**src/rtl/odec_pkg.sv**
```systemverilog
package odec_pkg;

  localparam int BUS_W  = 2;
  localparam int ADR_W  = 2;
  localparam int LEN_W  = 3;
  localparam int ALU_W  = 3;
  localparam int REG_W  = 3;
  localparam int DESC_W = BUS_W + ADR_W + LEN_W + ALU_W + 3 * REG_W;

  typedef enum logic [BUS_W-1:0] {
    BUS_FETCH = 2'd0,
    BUS_READ  = 2'd1,
    BUS_WRITE = 2'd2,
    BUS_IDLE  = 2'd3
  } bus_e;

  typedef enum logic [ADR_W-1:0] {
    ADR_NONE = 2'd0,
    ADR_PC   = 2'd1,
    ADR_HL   = 2'd2
  } adr_e;

  typedef enum logic [ALU_W-1:0] {
    XF_NONE  = 3'd0,
    XF_MOV8  = 3'd1,
    XF_ADD8  = 3'd2,
    XF_MOV16 = 3'd3,
    XF_ADD16 = 3'd4
  } xfer_e;

  typedef enum logic [3:0] {
    GRP_NOP,
    GRP_LDI8,
    GRP_LDI8M,
    GRP_LDI16,
    GRP_ADD16,
    GRP_HALT,
    GRP_LDRM,
    GRP_LDMR,
    GRP_LDRR,
    GRP_ADDR,
    GRP_ADDM,
    GRP_ADDI,
    GRP_JUMP,
    GRP_BAD
  } grp_e;

  typedef struct packed {
    bus_e             bus;
    adr_e             adr;
    logic [LEN_W-1:0] len;
    xfer_e            xf;
    logic [REG_W-1:0] dst;
    logic [REG_W-1:0] sa;
    logic [REG_W-1:0] sb;
  } mdesc_t;

  // register codes that the datapath decodes
  localparam logic [REG_W-1:0] R8_LATCH  = 3'd6;
  localparam logic [REG_W-1:0] R8_ACC    = 3'd7;
  localparam logic [REG_W-1:0] R16_HL    = 3'd2;
  localparam logic [REG_W-1:0] R16_PC    = 3'd4;
  localparam logic [REG_W-1:0] R16_LATCH = 3'd5;

  localparam mdesc_t DESC_ZERO = '0;

  function automatic mdesc_t fetch_d(xfer_e xf, logic [REG_W-1:0] dst,
                                     logic [REG_W-1:0] sa, logic [REG_W-1:0] sb);
    mdesc_t d;
    d     = DESC_ZERO;
    d.bus = BUS_FETCH;
    d.adr = ADR_PC;
    d.xf  = xf;
    d.dst = dst;
    d.sa  = sa;
    d.sb  = sb;
    return d;
  endfunction

  function automatic mdesc_t read_d(adr_e adr);
    mdesc_t d;
    d     = DESC_ZERO;
    d.bus = BUS_READ;
    d.adr = adr;
    return d;
  endfunction

  function automatic mdesc_t write_d(adr_e adr, xfer_e xf,
                                     logic [REG_W-1:0] dst, logic [REG_W-1:0] sa);
    mdesc_t d;
    d     = DESC_ZERO;
    d.bus = BUS_WRITE;
    d.adr = adr;
    d.xf  = xf;
    d.dst = dst;
    d.sa  = sa;
    return d;
  endfunction

  function automatic mdesc_t idle_d(logic [LEN_W-1:0] len);
    mdesc_t d;
    d     = DESC_ZERO;
    d.bus = BUS_IDLE;
    d.len = len;
    return d;
  endfunction

  function automatic mdesc_t plain_fetch();
    return fetch_d(XF_NONE, '0, '0, '0);
  endfunction

endpackage

```
**src/rtl/odec_fields.sv**
```systemverilog
module odec_fields (
  input  logic [7:0] opcode,
  output logic [1:0] fx,
  output logic [2:0] fy,
  output logic [2:0] fz,
  output logic [1:0] fpair,
  output logic       fy_odd
);
  assign fx     = opcode[7:6];
  assign fy     = opcode[5:3];
  assign fz     = opcode[2:0];
  assign fpair  = opcode[5:4];
  assign fy_odd = opcode[3];
endmodule

```
**src/rtl/odec_group.sv**
```systemverilog
module odec_group
  import odec_pkg::*;
(
  input  logic [1:0] fx,
  input  logic [2:0] fy,
  input  logic [2:0] fz,
  input  logic       fy_odd,
  output grp_e       grp
);
  localparam logic [2:0] MEM_CODE = 3'd6;

  always_comb begin
    grp = GRP_BAD;
    unique case (fx)
      2'd0: begin
        if (fy == 3'd0 && fz == 3'd0)         grp = GRP_NOP;
        else if (fz == MEM_CODE)              grp = (fy == MEM_CODE) ? GRP_LDI8M : GRP_LDI8;
        else if (fz == 3'd1)                  grp = fy_odd ? GRP_ADD16 : GRP_LDI16;
        else                                  grp = GRP_BAD;
      end
      2'd1: begin
        if (fy == MEM_CODE && fz == MEM_CODE) grp = GRP_HALT;
        else if (fz == MEM_CODE)              grp = GRP_LDRM;
        else if (fy == MEM_CODE)              grp = GRP_LDMR;
        else                                  grp = GRP_LDRR;
      end
      2'd2: begin
        if (fy != 3'd0)                       grp = GRP_BAD;
        else if (fz == MEM_CODE)              grp = GRP_ADDM;
        else                                  grp = GRP_ADDR;
      end
      default: begin
        if (fy == 3'd0 && fz == 3'd3)         grp = GRP_JUMP;
        else if (fy == 3'd0 && fz == MEM_CODE) grp = GRP_ADDI;
        else                                  grp = GRP_BAD;
      end
    endcase
  end
endmodule

```
**src/rtl/odec_seq.sv**
```systemverilog
module odec_seq
  import odec_pkg::*;
#(
  parameter int MAX_SLOTS = 5,
  parameter int IDLE_LEN_A = 4,
  parameter int IDLE_LEN_B = 3,
  localparam int CNT_W = $clog2(MAX_SLOTS + 1),
  localparam int LIST_N = 3
) (
  input  grp_e                        grp,
  input  logic [2:0]                  fy,
  input  logic [2:0]                  fz,
  input  logic [1:0]                  fpair,
  output mdesc_t [MAX_SLOTS-1:0]      slots,
  output logic   [CNT_W-1:0]          count,
  output logic                        unsup,
  output logic                        halt
);
  mdesc_t [LIST_N-1:0] list;
  logic   [1:0]        list_len;
  logic   [REG_W-1:0]  pair_code;

  assign pair_code = {1'b0, fpair};

  always_comb begin
    list     = '0;
    list_len = 2'd1;
    unsup    = 1'b0;
    halt     = 1'b0;
    list[0]  = plain_fetch();
    unique case (grp)
      GRP_NOP: ;
      GRP_LDI8: begin
        list[0]  = read_d(ADR_PC);
        list[1]  = fetch_d(XF_MOV8, fy, R8_LATCH, '0);
        list_len = 2'd2;
      end
      GRP_LDI8M: begin
        list[0]  = read_d(ADR_PC);
        list[1]  = write_d(ADR_HL, XF_NONE, '0, '0);
        list[2]  = plain_fetch();
        list_len = 2'd3;
      end
      GRP_LDI16: begin
        list[0]  = read_d(ADR_PC);
        list[1]  = read_d(ADR_PC);
        list[2]  = fetch_d(XF_MOV16, pair_code, R16_LATCH, '0);
        list_len = 2'd3;
      end
      GRP_ADD16: begin
        list[0]  = idle_d(LEN_W'(IDLE_LEN_A));
        list[1]  = idle_d(LEN_W'(IDLE_LEN_B));
        list[2]  = fetch_d(XF_ADD16, R16_HL, R16_HL, pair_code);
        list_len = 2'd3;
      end
      GRP_HALT: halt = 1'b1;
      GRP_LDRM: begin
        list[0]  = read_d(ADR_HL);
        list[1]  = fetch_d(XF_MOV8, fy, R8_LATCH, '0);
        list_len = 2'd2;
      end
      GRP_LDMR: begin
        list[0]  = write_d(ADR_HL, XF_MOV8, R8_LATCH, fz);
        list[1]  = plain_fetch();
        list_len = 2'd2;
      end
      GRP_LDRR: list[0] = fetch_d(XF_MOV8, fy, fz, '0);
      GRP_ADDR: list[0] = fetch_d(XF_ADD8, R8_ACC, R8_ACC, fz);
      GRP_ADDM: begin
        list[0]  = read_d(ADR_HL);
        list[1]  = fetch_d(XF_ADD8, R8_ACC, R8_ACC, R8_LATCH);
        list_len = 2'd2;
      end
      GRP_ADDI: begin
        list[0]  = read_d(ADR_PC);
        list[1]  = fetch_d(XF_ADD8, R8_ACC, R8_ACC, R8_LATCH);
        list_len = 2'd2;
      end
      GRP_JUMP: begin
        list[0]  = read_d(ADR_PC);
        list[1]  = read_d(ADR_PC);
        list[2]  = fetch_d(XF_MOV16, R16_PC, R16_LATCH, '0);
        list_len = 2'd3;
      end
      default: unsup = 1'b1;
    endcase
  end

  assign count = CNT_W'(list_len);

  // spread the short list over the parameterised slot array
  for (genvar k = 0; k < MAX_SLOTS; k++) begin : g_slot
    if (k < LIST_N) begin : g_used
      assign slots[k] = list[k];
    end else begin : g_spare
      assign slots[k] = DESC_ZERO;
    end
  end
endmodule

```
**src/rtl/opcode_mcycle_decoder.sv**
```systemverilog
module opcode_mcycle_decoder
  import odec_pkg::*;
#(
  parameter int MAX_SLOTS = 5,
  parameter int IDLE_LEN_A = 4,
  parameter int IDLE_LEN_B = 3,
  localparam int CNT_W = $clog2(MAX_SLOTS + 1),
  localparam int FLAT_W = MAX_SLOTS * DESC_W
) (
  input  logic              clk,
  input  logic              rst_n,
  input  logic              op_valid,
  input  logic [7:0]        opcode,
  output logic              dec_valid,
  output logic [CNT_W-1:0]  dec_count,
  output logic              dec_unsup,
  output logic              dec_halt,
  output logic [FLAT_W-1:0] dec_slots
);
  logic [1:0] fx;
  logic [2:0] fy;
  logic [2:0] fz;
  logic [1:0] fpair;
  logic       fy_odd;
  grp_e       grp;

  mdesc_t [MAX_SLOTS-1:0] nxt_slots;
  logic   [CNT_W-1:0]     nxt_count;
  logic                   nxt_unsup;
  logic                   nxt_halt;

  odec_fields u_fields (
    .opcode (opcode),
    .fx     (fx),
    .fy     (fy),
    .fz     (fz),
    .fpair  (fpair),
    .fy_odd (fy_odd)
  );

  odec_group u_group (
    .fx     (fx),
    .fy     (fy),
    .fz     (fz),
    .fy_odd (fy_odd),
    .grp    (grp)
  );

  odec_seq #(
    .MAX_SLOTS  (MAX_SLOTS),
    .IDLE_LEN_A (IDLE_LEN_A),
    .IDLE_LEN_B (IDLE_LEN_B)
  ) u_seq (
    .grp   (grp),
    .fy    (fy),
    .fz    (fz),
    .fpair (fpair),
    .slots (nxt_slots),
    .count (nxt_count),
    .unsup (nxt_unsup),
    .halt  (nxt_halt)
  );

  always_ff @(posedge clk or negedge rst_n) begin
    if (!rst_n) begin
      dec_valid <= 1'b0;
      dec_count <= '0;
      dec_unsup <= 1'b0;
      dec_halt  <= 1'b0;
    end else begin
      dec_valid <= op_valid;
      if (op_valid) begin
        dec_count <= nxt_count;
        dec_unsup <= nxt_unsup;
        dec_halt  <= nxt_halt;
      end
    end
  end

  for (genvar k = 0; k < MAX_SLOTS; k++) begin : g_out
    always_ff @(posedge clk or negedge rst_n) begin
      if (!rst_n)        dec_slots[k*DESC_W +: DESC_W] <= '0;
      else if (op_valid) dec_slots[k*DESC_W +: DESC_W] <= nxt_slots[k];
    end
  end
endmodule

```
**config.mk**
```make
export PLATFORM = sky130hd
export DESIGN_NAME = opcode_mcycle_decoder
export DESIGN_NICKNAME = d
export VERILOG_FILES = /design/src/rtl/odec_pkg.sv /design/src/rtl/odec_fields.sv /design/src/rtl/odec_group.sv /design/src/rtl/odec_seq.sv /design/src/rtl/opcode_mcycle_decoder.sv
export SDC_FILE = /design/constraint.sdc
export NUM_CORES = 1
export LEC_CHECK = 0
export BUFFER_PORTS_ARGS = -buffer_cell sky130_fd_sc_hd__buf_2
export CAP_MARGIN = 20
export CORE_MARGIN = 4
export CORE_UTILIZATION = 45
export DETAILED_ROUTE_END_ITERATION = 10
export GPL_ROUTABILITY_DRIVEN = 0
export PLACE_DENSITY_LB_ADDON = 0.08
export SLEW_MARGIN = 40
export SYNTH_ARGS = -nofsm -noshare
export SYNTH_HDL_FRONTEND = slang
export SYNTH_SLANG_ARGS = --single-unit
export TNS_END_PERCENT = 100
```
**constraint.sdc**
```tcl
create_clock -name clk -period 2.5 [get_ports clk]
set_clock_uncertainty 0.1 [all_clocks]
set_input_delay 0.125 -clock clk [delete_from_list [all_inputs] [get_ports clk]]
set_output_delay 0.125 -clock clk [all_outputs]
set_load 0.05 [all_outputs]
```
==> flow_metrics.env <==
export IMPL_status="finished clean"
export IMPL_path_class="in2reg"
export IMPL_slew_headroom=0.624
export IMPL_critPathLaunch="opcode[3]"
export IMPL_swShare=0.437
export IMPL_setup_ws_ps=340
export IMPL_synth_flop_cell="dfrtp_1"
export IMPL_cts_resized=0
export IMPL_cts_tree="built"
export IMPL_grt_pass1_wl_um=8440
export IMPL_synth_top_family_by_area="buffers and inverters"
export IMPL_layout_nets=344
export IMPL_grt_pass1_vias=1714
export IMPL_place_port_buffers=59
export IMPL_final_common_cell="buf_2"
export IMPL_ys_seq_area_frac=0.395
export IMPL_setup_violations_final=0
export IMPL_p_comb_frac=0.377
export IMPL_crit_fanout=8
export IMPL_htreeDepth=2
export IMPL_synth_simple_gate_area_frac=0.134
export IMPL_fin_tns_setup_ps=0
export IMPL_n_fill_cell=499
export IMPL_worstHoldStart="op_valid"
export IMPL_synth_mux_area_frac=0.00455
export IMPL_synth_edf_count=0
export IMPL_worstSetupEndpointType="register"
export IMPL_finalCritPeriodShare=0.864
export IMPL_fin_crit_ps=2160
export IMPL_rsz0062_at_grt="false"
export IMPL_async_flop_share=1.00
export IMPL_coreArea_um2=5200
export IMPL_syn_to_final_growth_pct=12.3
export IMPL_synth_area_per_cell_um2=9.23
export IMPL_wl_per_cell_um=14.0
export IMPL_hold_violations=0
export IMPL_finalPower_mw=1.79
export IMPL_slew_violations=0
export IMPL_cts_buffer_depth=2
export IMPL_tightest_slew_ps=564
export IMPL_via_count=1970
export IMPL_grt_max_degree=40
export IMPL_grt_overflow_total=0
export IMPL_antenna_found_initial=0
export IMPL_row_count=26
export IMPL_cts_clk_slew_worst_paths_ps=70
export IMPL_worstPathRequired_ps=2580
export IMPL_seqPwrFrac=0.395
export IMPL_clock_latency_ps=280
export IMPL_synth_compound_area_frac=0.221
export IMPL_switchingPower_uw=782
export IMPL_p_int_mw=1.01
export IMPL_cts_root_buffer="clkbuf_8"
export IMPL_io_pins=112
export IMPL_drive_above_1_share=0.300
export IMPL_cts_buffers=5
export IMPL_cap_violations=0
export IMPL_initial_core_util=0.475
export IMPL_hold_buffers=1
export IMPL_ys_ff_latch=39
export IMPL_clock_sinks=39
export IMPL_place_area_um2=2690
export IMPL_synth_fa_ha_area_frac=0.0202
export IMPL_layout_common_cells="buf_2 (58), conb_1 (52), dfrtp_1 (39)"
export IMPL_start_kind="input port"
export IMPL_grt_usage=0.164
export IMPL_hold_path_class="in2reg"
export IMPL_p_leak_nw=1.43
export IMPL_syn_area_um2=2470
export IMPL_power_density_nw_per_um2=644
export IMPL_diodes=0
export IMPL_cts_setup_buffers=0
export IMPL_routed_wl_um=5610
export IMPL_fp_dieArea_um2=6740
export IMPL_drc_errors=0
export IMPL_place_ws_ps=28.5
export IMPL_final_area_um2=2780
export IMPL_synth_xor_area_share=0
export IMPL_ir_drop_v=0.000261
export IMPL_fmax_mhz=463
export IMPL_viasPerCell=4.93
export IMPL_drtIter0Drc=64
export IMPL_fp_dieW_um=82.1
export IMPL_crit_reg2reg_launch="dec_slots[26]$_DFFE_PN0P_"
export IMPL_netlist_instances=268
export IMPL_die_height_um=82.1
export IMPL_hpwl_um=4280
export IMPL_ant_nets=0
export IMPL_power_clock_fraction=0.228
export IMPL_arrival_ps=2240
export IMPL_dr_pass1_iters=4
export IMPL_ys_warn_count=0
export IMPL_yosysUniqueCellTypes=53
-- metrics by stage --
stage               hold WS, ps  std cells  utilization
floorplan                  -271        319            -
global placement            189        391        0.515
detailed placement         30.3        391        0.516
CTS                        24.6        400        0.534
global route               26.7        400        0.534
finish                     32.6        400        0.534
-- sequential cells by signal, indices dropped and copies added (netlist names) --
signal,count
dec_count,2
dec_halt,1
dec_slots,34
dec_unsup,1
dec_valid,1
-- power by group through the flow --
stage / registers [mW] / clock network, mW / logic, mW
6_report: 0.706 / 0.408 / 0.675
5_1_grt: 0.712 / 0.445 / 0.718
4_1_cts: 0.706 / 0.420 / 0.677
3_5_place_dp: 0.718 / 0 / 0.676
3_3_place_gp: 0.718 / 0 / 0.673
2_1_floorplan: 0.889 / 0 / 0.430
-- area by class of cell --
class	instances	area, um2	share of cell area
Clock buffer	7	76.3	0.0275
Sequential cell	39	976	0.351
Inverter	6	22.5	0.00811
Timing Repair Buffer	81	465	0.168
Clock inverter	1	5.00	0.00180
Multi-Input combinational cell	196	1140	0.412
Tap cell	70	87.6	0.0315
-- critical path: stages --
cell and delay [ps]:
buf_2 140, nand3b_1 210, inv_1 120, ha_1 250, a21oi_2 130, a21boi_2 200
a221oi_2 90, buf_4 170, a31oi_1 280, nand2_1 220, a311oi_1 310
-- Yosys cell counts (3+ instances only) --
master	n	area share
buf_4	62	0.19
dfrtp_1	39	0.39
nand2_1	21	0.032
nor2_1	19	0.029
clkbuf_1	12	0.018
o21ai_0	12	0.024
o2bb2ai_1	10	0.035
a21oi_1	9	0.018
a31oi_1	9	0.023
nand3_1	6	0.012
inv_1	5	0.0076
a221o_1	4	0.016
buf_2	4	0.0081
ha_1	4	0.020
nor4_1	3	0.0076
o211ai_1	3	0.0091
o31ai_1	3	0.0091
-- routing by layer --
metal | track usage | share of wire | vias up
met5 | 0 | 0 | -
met4 | 0.0548 | 0.011 | 0
li1 | - | - | 958
met3 | 0.0304 | 0.078 | 5
met1 | 0.228 | 0.43 | 924
met2 | 0.257 | 0.48 | 83
-- path summary, 6_finish.rpt --
| path | endpoint | slack (ps) | depth (start not counted) |
|---|---|---|---|
| setup / recovery | dec_slots[34]$_DFFE_PN0P_ | 340 | 11 |
| hold / removal | dec_valid$_DFF_PN0_ | 30 | 1 |
| setup reg to reg | dec_slots[26]$_DFFE_PN0P_ | 1550 | 1 |
| hold reg to reg | dec_slots[35]$_DFFE_PN0P_ | 380 | 2 |
| max in group asynchronous | dec_slots[34]$_DFFE_PN0P_ | 1720 | 2 |
| min in group asynchronous | dec_slots[2]$_DFFE_PN0P_ | 240 | 2 |
-- cells by family after synthesis --
logic type      after synthesis
buf+inv                      84
mux                           1
simple gates                 68
compound gates               71
flops                        39
fa+ha+maj                     4
other cells                   1
(Power assumes the default switching activity.)
